<file path="src/rtl/i2c10_pkg.sv">
package i2c10_pkg;
  localparam int unsigned REG_AW = 2;

  typedef enum logic [2:0] {
    RX_IDLE,
    RX_HI,
    RX_LO,
    RX_DATA,
    RX_SKIP
  } rx_state_e;

  localparam logic [REG_AW-1:0] RA_BUF   = 2'd0;
  localparam logic [REG_AW-1:0] RA_MATCH = 2'd1;
  localparam logic [REG_AW-1:0] RA_STAT  = 2'd2;

  localparam int unsigned SB_FULL = 0;
  localparam int unsigned SB_UPD  = 1;
  localparam int unsigned SB_IRQ  = 2;
  localparam int unsigned SB_OVF  = 3;
  localparam int unsigned SB_STOP = 4;
  localparam int unsigned SB_DATA = 5;

  localparam logic [4:0] HI_PREFIX = 5'b11110;
endpackage

</file>
<file path="src/rtl/i2c10_sync.sv">
module i2c10_sync #(
  parameter int unsigned LINES  = 2,
  parameter int unsigned STAGES = 2
) (
  input  logic             clk,
  input  logic             rst_n,
  input  logic [LINES-1:0] din,
  output logic [LINES-1:0] dout,
  output logic [LINES-1:0] dprev
);
  for (genvar g = 0; g < LINES; g++) begin : g_line
    logic [STAGES:0] pipe_q;
    always_ff @(posedge clk or negedge rst_n) begin
      if (!rst_n) pipe_q <= '1;
      else        pipe_q <= {pipe_q[STAGES-1:0], din[g]};
    end
    assign dout[g]  = pipe_q[STAGES-1];
    assign dprev[g] = pipe_q[STAGES];
  end
endmodule

</file>
<file path="src/rtl/i2c10_shift.sv">
module i2c10_shift #(
  parameter int unsigned BYTE_W = 8
) (
  input  logic              clk,
  input  logic              rst_n,
  input  logic              scl_rise,
  input  logic              scl_fall,
  input  logic              restart,
  input  logic              sda,
  output logic              done,
  output logic              slot_end,
  output logic              ack_slot,
  output logic [BYTE_W-1:0] byte_now
);
  localparam int unsigned CNT_W = $clog2(BYTE_W + 2);
  localparam logic [CNT_W-1:0] C_LAST = CNT_W'(BYTE_W - 1);
  localparam logic [CNT_W-1:0] C_WAIT = CNT_W'(BYTE_W);
  localparam logic [CNT_W-1:0] C_SLOT = CNT_W'(BYTE_W + 1);

  logic [CNT_W-1:0]  cnt_q, cnt_d;
  logic [BYTE_W-1:0] sh_q, sh_d;

  assign byte_now = {sh_q[BYTE_W-2:0], sda};
  assign done     = !restart && scl_rise && (cnt_q == C_LAST);
  assign slot_end = !restart && scl_fall && (cnt_q == C_SLOT);
  assign ack_slot = (cnt_q == C_SLOT);

  always_comb begin
    cnt_d = cnt_q;
    sh_d  = sh_q;
    if (restart) begin
      cnt_d = '0;
    end else if (scl_rise && (cnt_q < C_WAIT)) begin
      sh_d  = byte_now;
      cnt_d = cnt_q + 1'b1;
    end else if (scl_fall && (cnt_q == C_WAIT)) begin
      cnt_d = C_SLOT;
    end else if (scl_fall && (cnt_q == C_SLOT)) begin
      cnt_d = '0;
    end
  end

  always_ff @(posedge clk or negedge rst_n) begin
    if (!rst_n) begin
      cnt_q <= '0;
      sh_q  <= '0;
    end else begin
      cnt_q <= cnt_d;
      sh_q  <= sh_d;
    end
  end
endmodule

</file>
<file path="src/rtl/i2c10_ctrl.sv">
module i2c10_ctrl
  import i2c10_pkg::*;
#(
  parameter int unsigned BYTE_W = 8
) (
  input  logic              clk,
  input  logic              rst_n,
  input  logic              start_ev,
  input  logic              stop_ev,
  input  logic              done,
  input  logic              slot_end,
  input  logic [BYTE_W-1:0] byte_now,
  input  logic [BYTE_W-1:0] match,
  input  logic              rd_buf,
  input  logic              wr_match,
  input  logic [2:0]        clr_flags,
  output logic [BYTE_W-1:0] rx_buf,
  output logic              full,
  output logic              upd,
  output logic              irq,
  output logic              ovf,
  output logic              stop_seen,
  output logic              data_phase,
  output logic              ack_arm,
  output logic              take,
  output logic              store
);
  rx_state_e state_q, state_d;
  logic ack_q, ack_d, full_q, full_d, upd_q, upd_d;
  logic irq_q, irq_d, ovf_q, ovf_d, stp_q, stp_d, hit;
  logic [BYTE_W-1:0] buf_q;

  always_comb begin
    case (state_q)
      RX_HI:   hit = (byte_now[BYTE_W-1 -: 5] == HI_PREFIX) &&
                     (byte_now[BYTE_W-1:1] == match[BYTE_W-1:1]) && !byte_now[0];
      RX_LO:   hit = (byte_now == match);
      RX_DATA: hit = 1'b1;
      default: hit = 1'b0;
    endcase
  end

  assign take  = done && hit;
  assign store = take && !full_q;

  always_comb begin
    state_d = state_q;
    if (stop_ev)       state_d = RX_IDLE;
    else if (start_ev) state_d = RX_HI;
    else if (slot_end) begin
      case (state_q)
        RX_HI:   state_d = ack_q ? RX_LO   : RX_SKIP;
        RX_LO:   state_d = ack_q ? RX_DATA : RX_SKIP;
        default: state_d = state_q;
      endcase
    end

    if (start_ev || stop_ev) ack_d = 1'b0;
    else if (done)           ack_d = store;
    else if (slot_end)       ack_d = 1'b0;
    else                     ack_d = ack_q;

    if (slot_end && ack_q && ((state_q == RX_HI) || (state_q == RX_LO))) upd_d = 1'b1;
    else if (wr_match) upd_d = 1'b0;
    else               upd_d = upd_q;

    if (store)       full_d = 1'b1;
    else if (rd_buf) full_d = 1'b0;
    else             full_d = full_q;

    irq_d = take | (irq_q & ~clr_flags[0]);
    ovf_d = (take & full_q) | (ovf_q & ~clr_flags[1]);
    stp_d = stop_ev | (stp_q & ~clr_flags[2]);
  end

  always_ff @(posedge clk or negedge rst_n) begin
    if (!rst_n) begin
      state_q <= RX_IDLE;
      ack_q   <= 1'b0;
      upd_q   <= 1'b0;
      full_q  <= 1'b0;
      irq_q   <= 1'b0;
      ovf_q   <= 1'b0;
      stp_q   <= 1'b0;
      buf_q   <= '0;
    end else begin
      state_q <= state_d;
      ack_q   <= ack_d;
      upd_q   <= upd_d;
      full_q  <= full_d;
      irq_q   <= irq_d;
      ovf_q   <= ovf_d;
      stp_q   <= stp_d;
      if (store) buf_q <= byte_now;
    end
  end

  assign rx_buf     = buf_q;
  assign full       = full_q;
  assign upd        = upd_q;
  assign irq        = irq_q;
  assign ovf        = ovf_q;
  assign stop_seen  = stp_q;
  assign data_phase = (state_q == RX_DATA);
  assign ack_arm    = ack_q;
endmodule

</file>
<file path="src/rtl/i2c10_slave_rx.sv">
module i2c10_slave_rx
  import i2c10_pkg::*;
#(
  parameter int unsigned BYTE_W      = 8,
  parameter int unsigned SYNC_STAGES = 2
) (
  input  logic              clk,
  input  logic              rst_n,
  input  logic              scl_in,
  input  logic              sda_in,
  output logic              scl_oe,
  output logic              sda_oe,
  input  logic              reg_wr,
  input  logic              reg_rd,
  input  logic [REG_AW-1:0] reg_addr,
  input  logic [BYTE_W-1:0] reg_wdata,
  output logic [BYTE_W-1:0] reg_rdata
);
  logic [1:0] line_s, line_p;
  logic scl_s, scl_p, sda_s, sda_p;
  logic scl_rise, scl_fall, start_c, stop_c;
  logic done, slot_end, ack_slot;
  logic [BYTE_W-1:0] byte_now, match_q, rx_buf, stat;
  logic full_q, upd_q, irq_q, ovf_q, stop_q, data_ph, ack_arm, take, store;
  logic rd_buf, wr_match, wr_stat;
  logic [2:0] clr_flags;

  i2c10_sync #(.LINES(2), .STAGES(SYNC_STAGES)) sync_i (
    .clk(clk), .rst_n(rst_n), .din({sda_in, scl_in}), .dout(line_s), .dprev(line_p)
  );

  assign scl_s    = line_s[0];
  assign scl_p    = line_p[0];
  assign sda_s    = line_s[1];
  assign sda_p    = line_p[1];
  assign scl_rise = scl_s & ~scl_p;
  assign scl_fall = ~scl_s & scl_p;
  assign start_c  = scl_s & scl_p & ~sda_s & sda_p;
  assign stop_c   = scl_s & scl_p & sda_s & ~sda_p;

  i2c10_shift #(.BYTE_W(BYTE_W)) shift_i (
    .clk(clk), .rst_n(rst_n), .scl_rise(scl_rise), .scl_fall(scl_fall),
    .restart(start_c | stop_c), .sda(sda_s), .done(done), .slot_end(slot_end),
    .ack_slot(ack_slot), .byte_now(byte_now)
  );

  assign rd_buf    = reg_rd && (reg_addr == RA_BUF);
  assign wr_match  = reg_wr && (reg_addr == RA_MATCH);
  assign wr_stat   = reg_wr && (reg_addr == RA_STAT);
  assign clr_flags = wr_stat ? {reg_wdata[SB_STOP], reg_wdata[SB_OVF], reg_wdata[SB_IRQ]} : 3'b000;

  always_ff @(posedge clk or negedge rst_n) begin
    if (!rst_n)        match_q <= '0;
    else if (wr_match) match_q <= reg_wdata;
  end

  i2c10_ctrl #(.BYTE_W(BYTE_W)) ctrl_i (
    .clk(clk), .rst_n(rst_n), .start_ev(start_c), .stop_ev(stop_c), .done(done),
    .slot_end(slot_end), .byte_now(byte_now), .match(match_q), .rd_buf(rd_buf),
    .wr_match(wr_match), .clr_flags(clr_flags), .rx_buf(rx_buf), .full(full_q),
    .upd(upd_q), .irq(irq_q), .ovf(ovf_q), .stop_seen(stop_q), .data_phase(data_ph),
    .ack_arm(ack_arm), .take(take), .store(store)
  );

  assign scl_oe = upd_q;
  assign sda_oe = ack_arm && ack_slot;

  always_comb begin
    stat          = '0;
    stat[SB_FULL] = full_q;
    stat[SB_UPD]  = upd_q;
    stat[SB_IRQ]  = irq_q;
    stat[SB_OVF]  = ovf_q;
    stat[SB_STOP] = stop_q;
    stat[SB_DATA] = data_ph;
    case (reg_addr)
      RA_BUF:   reg_rdata = rx_buf;
      RA_MATCH: reg_rdata = match_q;
      RA_STAT:  reg_rdata = stat;
      default:  reg_rdata = '0;
    endcase
  end
endmodule

</file>
<file path="config.mk">
export PLATFORM = sky130hd
export DESIGN_NAME = i2c10_slave_rx
export DESIGN_NICKNAME = d
export VERILOG_FILES = /design/src/rtl/i2c10_pkg.sv /design/src/rtl/i2c10_sync.sv /design/src/rtl/i2c10_shift.sv /design/src/rtl/i2c10_ctrl.sv /design/src/rtl/i2c10_slave_rx.sv
export SDC_FILE = /design/constraint.sdc
export NUM_CORES = 1
export LEC_CHECK = 0
export ABC_AREA = 0
export BUFFER_PORTS_ARGS = -buffer_cell sky130_fd_sc_hd__clkbuf_2
export CAP_MARGIN = 10
export CORE_MARGIN = 3
export CORE_UTILIZATION = 40
export DETAILED_ROUTE_END_ITERATION = 16
export RECOVER_POWER = 50
export SETUP_SLACK_MARGIN = 0.2
export SLEW_MARGIN = 10
export SYNTH_ARGS = -nofsm -noshare
export SYNTH_HDL_FRONTEND = slang
export SYNTH_SLANG_ARGS = --single-unit
</file>
<file path="constraint.sdc">
create_clock -name clk -period 2.15 [get_ports clk]
set_input_delay 0.43 -clock clk [delete_from_list [all_inputs] [get_ports clk]]
set_output_delay 0.43 -clock clk [all_outputs]
set_load 0.01 [all_outputs]
</file>
==> results by stage, run 1 <==
Clocking:
- The clock insertion delay at the later pin of the skew report is around 0.30 ns.
- The number of levels in the clock H-tree is 2.
- The tree built by TritonCTS fans out to 42 sinks.
- The number of buffers inserted to repair setup after CTS is 0.
- The number of resized instances in the post-cts repair step is 0.
- Clock-pin slew was measured on the worst setup and hold paths at 0.08 ns.
- The number of clock buffers added by TritonCTS is 5.
- The CTS tree is done.
- The tree is rooted in a clkbuf_8.
- Counting along the longest clock path gives a buffer depth of 2.
- The number of hold buffers added after CTS was 0.

Synthesis:
- During synthesis, Yosys emitted a total of 0 warnings.
- The average instance in the mapped netlist occupies 12.4 µm².
- Synthesis handed over a netlist of about 160 instances.
- By area the synthesized netlist is led by dfrtp_1 45%, mux2_2 13%, dfstp_2 7.8%.
- The top flip-flop cell by instance count after synthesis is dfrtp_1.
- The sequential element share of the synthesized area is 0.525.
- The mapped netlist covers roughly 2000 µm².
- Summed over all instances, the cell type with the most area after synthesis is dfrtp_1.
- In this run, distinct cell masters in the synthesized netlist total 37.
- The top-area cell type share of the netlist area is 0.447.
- Counting flops with a built-in enable in the synthesized netlist gives 0.
- Counting flops with an async set or reset pin after synthesis yields a share of 1.00.
- The post-synthesis net count is roughly 180.
- Counting flops and latches in the post-synthesis netlist gives 42.

Floorplan:
- The initial utilization of the core area, before any placement, comes to 0.421.
- The chip width is between 70 and 80 µm.
- Measured along the y axis, the die boundary spans about 77 µm.
- The die covers between 5000 and 6000 µm².
- After floorplanning, the core was divided into 25 placement rows.
- The I/O pin count is 26.
- The area inside the core boundary is 4790 µm².

Hold path:
- The worst min-delay path category is in2reg.
- The worst min-delay path startpoint is scl_in.
- The number of cells on the worst hold path is 1.
- The path with the worst hold slack has its endpoint at sync_i.g_line[0].pipe_q[0].

Layout:
- The final cell count without fillers is about 260.
- 0 antenna diodes ended up in the layout.
- For this run, the share of the core covered by cells in the final layout is 0.499.
- The area growth from synthesis to layout is 18.4%.
- In the final layout, the share of cells above drive strength 1 is 0.357.
- The finished cells cover roughly 2400 µm².
- The final layout contains ~210 nets.
- The layout filler cell count is 446.

Place:
- The worst setup timing slack at the placement stage is 0.350 ns.
- The number of buffer cells added on primary ports is 25.
- The congestion estimate from routability-driven global placement came to ~0.81.
- The placed cell area is 2250 µm².
- Once detailed placement completed, the half-perimeter wirelength came to 3230 µm.
- The total instance count after detailed placement is between 200 and 300.

Timing:
- The highest achievable clock rate is roughly 550 MHz.
- In the finished design, the share of the clock period the worst path needs comes to 0.853.
- Setup slack closes at 0.317 ns.
- The worst slew margin relative to its limit is 0.383.
- The number of hold violations in the final report is 0.
- Setup total negative slack on the finished layout was measured at 0 ns.
- The clock arrives with between 0.004 and 0.005 ns of skew.
- The final number of max-transition violations is 0.
- The transition time of the tightest slew-check pin is ~0.93 ns.
- Setup violations remaining at the end of the flow were counted as 0.
- The final period demand of the worst path is between 1.5 and 2 ns.
- Setup repair after global routing left no endpoint under its margin.

Setup path:
- The worst register-to-register path has a setup slack of ~0.32 ns.
- The worst register-to-register path begins at sync_i.g_line[0].pipe_q[1].
- The endpoint class of the critical path is a primary output.
- In this run the worst path has a maximum fanout of 7.
- Data arrives at the worst endpoint at between 1 and 1.5 ns.
- For the worst flop-to-flop path, the logic depth is 5.
- STA puts the critical path data required time at 1.72 ns.
- The worst setup path is launched from a flop.
- The terminus of the critical flop-to-flop path is ctrl_i.rx_buf[3].
- The worst setup path category is reg2out.

Power:
- The total power divided by cell area is 984 nW/µm².
- The worst supply voltage drop on vdd is approximately 0.58 mV.
- Summed over all cells, the static leakage comes to around 0.0012 µW.

GRT:
- The initial antenna violation count was 0.
- The final global-route overflow total is 0.
- The pin count of the biggest net entering global routing is 18.
- The global-route usage over all layers is 0.163.
- The number of global-route vias before repair is 1462.
- The first global-routing pass estimated 7620 µm of wire.

Drt:
- The remaining design rule violation count is 0.
- The routed layout has 1400 vias.
- After the first detailed-routing iteration, the DRC count stood at 79.
- The length of routed wiring on met1 is around 1900 µm.
- The routed wire length on met2 is between 2000 and 2500 µm.
- The routed design uses roughly 260 µm of met3 wire.
- The first detailed-routing pass ran for 4 iterations.
- The average routed wire per standard cell is 16.2 µm.
- The highest layer touched by signal routing is met4.
- The number of nets still failing antenna checks after routing is 0.
- The detail-routed via count per cell is about 5.3.
- The total wire length after detailed routing is about 4300 µm.

Flow run:
- The tool flagged a number of max-cap violations equal to 0.

Run status:
- The run finished with clean final reports.
==> layout by cell type, fill, tap and decap left out, types with 2 or more instances in the layout <==
master     Yosys  final
nand2_1       10     10
nand3b_1       2      2
nor2_1         3      3
dfstp_2        6      5
a31oi_1        2      2
clkbuf_2       0     24
mux2_2        23     23
xnor2_1        6      6
inv_1          4      4
clkbuf_8       0      6
a22o_1         4      4
a21oi_1        2      2
and3_1         3      3
buf_4          0      4
a21o_1         3      3
clkbuf_1       2      3
mux2i_1        9      9
dfrtp_1       36     36
nand4_1        3      3
bufinv_16      0      2
o21ai_0        8      8
nand3_1        8      8
ha_1           3      3
nor2b_1        3      3
xor2_1         4      4
==> layer usage <==
layer / track usage / up-vias
met2: 0.252 / 41
li1: - / 660
met5: 0 / -
met4: 0.0498 / 0
met1: 0.224 / 693
met3: 0.0423 / 6
==> stage by stage <==
stage / hold WS [ns] / total power, µW
final: 0.206 / 2350
after floorplan: 0.134 / 1430
after global routing: 0.196 / 2490
after CTS: 0.0558 / 2380
after detailed placement: 0.347 / 1600
after global placement: 0.347 / 1570
==> registers in the layout, indices dropped and copies added (netlist names), 3 cells and up <==
register              cells
ctrl_i.rx_buf             8
match_q                   8
shift_i.sh_q              7
sync_i.g_line.pipe_q      6
shift_i.cnt_q             4
ctrl_i.state_q            3
==> worst max-delay path by stage <==
| stage | cells after the start | end | startpoint | slack, ns |
|---|---|---|---|---|
| final | 3 | reg_rdata[5] | ctrl_i.state_q[2] | 0.32 |
| after global routing | 5 | ctrl_i.rx_buf[3] | sync_i.g_line[0].pipe_q[1] | 0.17 |
| after CTS | 3 | reg_rdata[5] | ctrl_i.state_q[2] | 0.30 |
| after detailed placement | 4 | ctrl_i.rx_buf[5] | shift_i.sh_q[2] | 0.35 |
| after global placement | 6 | reg_rdata[1] | reg_addr[1] | 0.40 |
| after floorplan | 5 | ctrl_i.rx_buf[0] | sync_i.g_line[0].pipe_q[1] | 0.48 |
==> power breakdown <==
part	switching [µW]	leakage, µW	internal [µW]
Clock	272	0.0000714	495
Combinational	218	0.000556	244
Sequential	188	0.000528	932
Total	677	0.00116	1670
==> cell usage after synthesis (3+ instances only) <==
cell type	instances
a21o_1	3
a22o_1	4
and3_1	3
buf_2	3
dfrtp_1	36
dfstp_2	6
ha_1	3
inv_1	4
mux2_2	23
mux2i_1	9
nand2_1	10
nand3_1	8
nand4_1	3
nor2_1	3
nor2b_1	3
o21ai_0	8
xnor2_1	6
xor2_1	4
==> critical path: stages, from the launching register on <==
cell,delay [ns]
dfrtp_1,0.47
nand3b_1,0.28
o22ai_1,0.19
clkbuf_2,0.16
==> cell type report <==
class | instances | area (µm²) | share of cell area
tap | 67 | 83.8 | 0.0351
clock inverter | 2 | 60.1 | 0.0252
timing repair buffer | 31 | 161 | 0.0676
multi-input combinational | 111 | 925 | 0.388
sequential | 42 | 1060 | 0.444
inverter | 4 | 15.0 | 0.00629
clock buffer | 6 | 82.6 | 0.0346
==> logic make-up after synthesis <==
kind of cell / synth area share
flip-flops: 0.525
AND/OR/NAND/NOR: 0.117
multiplexers: 0.173
AO/OA/AOI/OAI: 0.104
XOR/XNOR: 0.0434
buffers and inverters: 0.0186
adder cells (fa/ha/maj): 0.0186
Note: power is estimated with default switching activity, not from simulation.
==> inputs of run 2 (changes only) <==
CORE_ASPECT_RATIO = 1.5   (was unset)
SETUP_SLACK_MARGIN = unset   (was 0.2)
==> run 2 against run 1 <==
Against the previous run:
- sequential power is essentially flat
- clock skew grew 0.011 ns
- cell count shrank 1.5%
- via count shrank 1.9%
- final area shrank 2.0%
- non-clock buffer count shrank 3
- clock power shrank 16%
- fmax shrank 5.3%
- setup slack lost 0.10 ns
==> results by stage, run 2 (synthesized netlist as in run 1, its figures left out) <==
Timing:
- The highest achievable clock rate is 517 MHz (-5.3%).
- The total negative setup slack is 0 ns (unchanged).
- The setup skew after layout is 0.0155 ns (+0.0106 ns).
- The total setup violations reported at the end of the flow is 0 (unchanged).
- The number of hold violations in the final report was 0 (unchanged).
- The ratio of final minimum period to clock period came to 0.900 (+0.0478).
- Setup repair after global routing left no endpoint under its margin.
- The final period demand of the worst path is 1.94 ns (+0.103 ns).
- The final number of max-transition violations is 0 (unchanged).
- The worst slew margin relative to its limit is 0.321 (-0.0624).
- The worst hold margin is 0.211 ns (+0.00507 ns).
- The transition time of the tightest slew-check pin is 1.02 ns (+0.0936 ns).

Place:
- The total instance count after detailed placement is 251 (-1.6%).
- The number of buffer cells added on primary ports is 25 (unchanged).
- The sum of net half-perimeters after detailed placement is 3020 µm (-6.5%).
- The weighted congestion reported at the end of routability-driven placement is 0.795 (-1.5%).

Drt:
- The remaining design rule violation count is 0 (unchanged).
- The detail-routed via count per cell was 5.30 (-0.41%).
- The average routed wire per standard cell was 15.2 µm (-6.6%).
- The number of nets still failing antenna checks after routing came to 0 (unchanged).
- The detailed-router iteration count before antenna repair is 4 (unchanged).
- The total wire length after detailed routing was 3930 µm (-8.1%).
- The via total after detailed routing is 1373 (-1.9%).
- The detailed router's first-iteration violation count is 55 (-30%).

GRT:
- The global-route wire length before repair came to 6900 µm (-9.5%).
- The global-route usage over all layers is 0.147 (-0.0158).
- The pin count of the biggest net entering global routing is 43 (+25).
- The initial antenna violation count was 0 (unchanged).
- The number of global-route vias before repair is 1426 (-2.5%).
- The final global-route overflow total is 0 (unchanged).

Setup path:
- The largest fanout on the critical path is 11 (+4).
- The endpoint class of the critical path is a primary output.
- The worst path required time is 1.72 ns (about the same).
- The worst setup path is launched from an input port.
- The arrival time reported for the critical path endpoint is 1.51 ns (+0.11 ns).
- The critical path is of the in2out type.
- The depth of the worst register-to-register path came to 5 (unchanged).

Clocking:
- The buffer cell driving the clock tree root is clkbuf_8.
- The number of sinks on the clock net is 42 (unchanged).
- The maximum buffer depth of the clock tree is 2 (unchanged).
- The number of levels in the clock H-tree is 2 (unchanged).
- The clock insertion delay at the later pin of the skew report was 0.29 ns (about the same).
- The number of resized instances in the post-cts repair step was 0 (unchanged).
- The number of CTS-inserted buffers is 5 (unchanged).
- The number of buffers inserted to repair setup after CTS is 0 (unchanged).
- TritonCTS built the clock tree.
- The quantity of hold-fixing buffers added after cts is 0 (unchanged).
- The clock slew at the register clock pins of the worst setup and hold paths is 0.08 ns (about the same).

Layout:
- The number of nets in the final layout was 211 (-1.4%).
- The fraction of final layout cells sized beyond drive strength 1 came to 0.352 (-0.00481).
- The most frequent standard cell in the layout excluding fill and tap cells is dfrtp_1.
- The area growth from synthesis to layout is 16.0%.
- The library cells used most frequently in the layout, excluding fill and tap cells, are 36 x dfrtp_1, 26 x clkbuf_2, 23 x mux2_2.
- The antenna cell count is 0 (unchanged).
- The final cell count without fillers came to 259 (-1.5%).

Power:
- The leakage power was 0.00114 µW (-1.6%).
- The worst supply voltage drop on vdd came to 0.531 mV (-8.9%).
- The total power divided by cell area is 947 nW/µm² (-3.8%).

Floorplan:
- The area of the die is 5940 µm² (+0.30%).
- The area inside the core boundary is 4850 µm² (+1.3%).
- The chip width is 64.0 µm (-17%).
- The number of core rows was 31 (+24%).
- The starting density of the core was 0.416 (-0.00543).
- The I/O pin count was 26 (unchanged).
- The die height was 92.9 µm (+21%).

Hold path:
- The number of cells on the worst hold path is 1 (unchanged).
- The worst min-delay path category is in2reg.

Run status:
- The flow ran to the end, and the final reports show no timing, DRC or antenna violations.

Flow run:
- The max-cap check violation count is 0 (unchanged).
[run 2: final timing paths]
path | startpoint | to | slack, ns
max | reg_addr[1] | reg_rdata[4] | 0.21
min | scl_in | sync_i.g_line[0].pipe_q[0] | 0.21
max reg2reg | sync_i.g_line[0].pipe_q[1] | ctrl_i.rx_buf[0] | 0.30
min reg2reg | sync_i.g_line[1].pipe_q[0] | sync_i.g_line[1].pipe_q[1] | 0.36
max in group asynchronous | rst_n | shift_i.sh_q[1] | 1.13
min in group asynchronous | rst_n | match_q[4] | 0.38
[run 2: where the power goes]
part           internal, µW  switching, µW
logic                   241            216
registers               933            180
clock network           379            265
total                  1550            662
[run 2: per-stage QoR]
step	setup WS [ns]	power, µW	util	area, µm²
6_report	0.214	2210	0.482	2340
5_1_grt	0.0919	2350	0.482	2340
4_1_cts	0.226	2240	0.483	2340
3_5_place_dp	0.235	1590	0.459	2220
3_3_place_gp	0.332	1560	0.459	2220
2_1_floorplan	0.481	1430	-	2020
[run 2: cell type report]
type	count	area, µm²
sequential	42	1060
multi-input combinational	111	920
clock inverter	1	30.0
clock buffer	7	86.3
tap	66	82.6
timing repair buffer	28	145
inverter	4	15.0
fill	443	2510
[run 2: layer usage]
layer,up-vias,GRT usage,routed length (µm)
met5,-,0,0
met3,5,0.0364,144
met4,0,0.0324,37
li1,648,-,-
met2,31,0.256,2100
met1,689,0.180,1650
[run 2: worst max-delay path: stages]
cell      delay [ns]
clkbuf_2        0.19
nor2b_1         0.49
nand2_1         0.13
o21ai_0         0.11
clkbuf_2        0.16
==> inputs of run 3 (changes only) <==
ABC_CLOCK_PERIOD_IN_PS = 2150   (was unset)
GPL_TIMING_DRIVEN = 0   (was unset)
==> run 3 against run 2 <==
Against the previous run:
- fmax grew 0.41%
- wire length shrank 1.8%
- cell count grew 0.39%
- combinational power shrank 2%
- count of clock-buffer cells in the layout shrank 2
- global-route usage shrank 0.12 points
- sequential share of layout area grew 0.69 points
- worst hold slack gained 0.00064 ns
- setup slack gained 0.0079 ns
- via count shrank 1.5%
- critical path depth is the same
- critical path type is now reg2reg
- highest routed layer unchanged
==> results by stage, run 3 (synthesized netlist as in run 1, its figures left out) <==
Clocking:
- The number of CTS-inserted buffers is 5 (unchanged).
- The buffer cell driving the clock tree root is clkbuf_8.
- The maximum buffer depth of the clock tree came to 2 (unchanged).
- The clock insertion delay at the later pin of the skew report is 0.29 ns (about the same).
- The quantity of hold-fixing buffers added after cts is 0 (unchanged).
- The number of sinks on the clock net came to 42 (unchanged).
- The number of resized instances in the post-cts repair step is 0 (unchanged).
- The number of levels in the clock H-tree is 2 (unchanged).
- The clock slew at the register clock pins of the worst setup and hold paths is 0.08 ns (about the same).
- The CTS tree is done.
- The number of buffers inserted to repair setup after CTS is 0 (unchanged).

Setup path:
- The startpoint class of the critical path is a flop.
- The worst path required time is 2.34 ns (+0.62 ns).
- In this design, the largest share of critical-path delay is due to simple AND/OR/NAND/NOR gates.
- The number of buffers and inverters on the critical path is 0 (-2).
- The worst setup path is captured at a flop.
- The slowest stage cell on the critical path is dfstp_1.
- The critical path goes through nor3b_4, nand3_1, nor2_2, nand4b_4, mux2_2.
- The arrival time reported for the critical path endpoint was 2.11 ns (+0.60 ns).
- The largest fanout on the critical path is 9 (-2).
- The worst setup path category is reg2reg.
- The highest cell delay on the worst timing path is 0.62 ns (+0.13 ns).

Timing:
- The slack of the critical path is 0.222 ns (+0.00792 ns).
- The ratio of final minimum period to clock period is 0.897 (-0.00368).
- The highest achievable clock rate is 519 MHz (+0.41%).
- The worst slew margin relative to its limit was 0.329 (+0.00801).
- The setup skew after layout came to 0.0103 ns (-0.00517 ns).
- The number of hold violations in the final report is 0 (unchanged).
- The total setup violations reported at the end of the flow is 0 (unchanged).
- The transition time of the tightest slew-check pin is 1.01 ns (-0.0120 ns).
- Setup repair after global routing left no endpoint under its margin.
- The final number of max-transition violations was 0 (unchanged).
- The total negative setup slack is 0 ns (unchanged).
- The final period demand of the worst path came to 1.93 ns (-0.00791 ns).

Power:
- The worst supply voltage drop on vdd is 0.441 mV (-17%).
- The leakage power is 0.00112 µW (-1.2%).
- The total power divided by cell area was 884 nW/µm² (-6.7%).
- The total power consumption of the routed design came to 2040 µW (-8.1%).

Floorplan:
- The starting density of the core came to 0.416 (unchanged).
- The I/O pin count was 26 (unchanged).
- The chip width is 64.0 µm (unchanged).
- The die height is 92.9 µm (unchanged).
- The area inside the core boundary came to 4850 µm² (unchanged).
- The number of core rows came to 31 (unchanged).
- The area of the die is 5940 µm² (unchanged).

Flow run:
- The max-cap check violation count is 0 (unchanged).

Place:
- The sum of net half-perimeters after detailed placement is 2910 µm (-3.6%).
- The worst setup timing slack at the placement stage is 0.282 ns (+0.0475 ns).
- The weighted congestion reported at the end of routability-driven placement was 0.763 (-3.9%).
- The number of buffer cells added on primary ports is 25 (unchanged).
- The total instance count after detailed placement was 253 (+0.80%).

GRT:
- The pin count of the biggest net entering global routing is 43 (unchanged).
- The global-route wire length before repair is 6690 µm (-3.1%).
- The number of global-route vias before repair is 1402 (-1.7%).
- The final global-route overflow total is 0 (unchanged).
- The global-route usage over all layers is 0.146 (-0.00116).
- The initial antenna violation count came to 0 (unchanged).

Layout:
- The final cell count without fillers is 260 (+0.39%).
- The fraction of final layout cells sized beyond drive strength 1 came to 0.351 (-0.00182).
- In the layout the commonest cells are 36 x dfrtp_1, 25 x clkbuf_2, 23 x mux2_2.
- The antenna cell count is 0 (unchanged).
- The number of nets in the final layout came to 213 (+0.95%).
- Relative to the synthesized area, the layout overhead comes to 14.2%.
- The most frequent standard cell in the layout excluding fill and tap cells is dfrtp_1.
- The final core area utilization is 0.475 (-0.00723).

Drt:
- The detail-routed via count per cell is 5.20 (-1.8%).
- The via total after detailed routing is 1353 (-1.5%).
- The number of nets still failing antenna checks after routing is 0 (unchanged).
- The average routed wire per standard cell is 14.8 µm (-2.1%).
- The detailed router's first-iteration violation count is 47 (-15%).
- The total wire length after detailed routing is 3860 µm (-1.8%).
- The remaining design rule violation count is 0 (unchanged).
- The detailed-router iteration count before antenna repair is 4 (unchanged).

Hold path:
- The worst hold path belongs to the class in2reg.

Run status:
- The flow ran to the end, and the final reports show no timing, DRC or antenna violations.
## run 3: changes by cell type in the layout (fill, tap and decap cells not counted)
| cell | delta |
|---|---|
| buf_4 | -2 |
| clkbuf_1 | +1 |
| buf_2 | +3 |
| clkinv_2 | +2 |
| clkbuf_2 | -1 |
| bufinv_16 | -1 |
| clkbuf_8 | -1 |
## run 3: area by class of cell
class / count / area [µm²]
multi-input cells: 111 / 920
plain buffers: 5 / 22.5
well taps: 66 / 82.6
clock buffers: 5 / 68.8
repair buffers: 25 / 125
flip-flops and latches: 42 / 1060
inverters: 4 / 15.0
fillers: 455 / 2550
clock inverters: 2 / 10.0
## run 3: where the power goes
part,total [µW],switching [µW],leakage (µW),internal [µW]
sequential,1110,181,0.000528,933
combinational,447,207,0.000552,239
clock,476,258,0.0000438,218
## run 3: per-layer routing
layer	up-vias	track usage	wire, µm
met5	-	0	0
met4	0	0.0486	64
met3	8	0.0340	158
met2	25	0.260	2090
met1	670	0.168	1550
li1	650	-	-
## run 3: path summary, 6_finish.rpt
kind,from,to,slack (ns),cells past startpoint
max,sync_i.g_line[0].pipe_q[1],ctrl_i.rx_buf[4],0.22,5
min,sda_in,sync_i.g_line[1].pipe_q[0],0.21,1
max reg2reg,sync_i.g_line[0].pipe_q[1],ctrl_i.rx_buf[4],0.22,5
min reg2reg,sync_i.g_line[1].pipe_q[0],sync_i.g_line[1].pipe_q[1],0.36,0
max in group asynchronous,rst_n,shift_i.cnt_q[1],1.23,1
min in group asynchronous,rst_n,match_q[6],0.29,1
## run 3: through the flow
step | cell area [µm²] | hold slack [ns]
2_1_floorplan | 2020 | 0.134
3_3_place_gp | 2220 | 0.347
3_5_place_dp | 2220 | 0.347
4_1_cts | 2300 | 0.198
6_report | 2300 | 0.211
5_1_grt | 2300 | 0.202
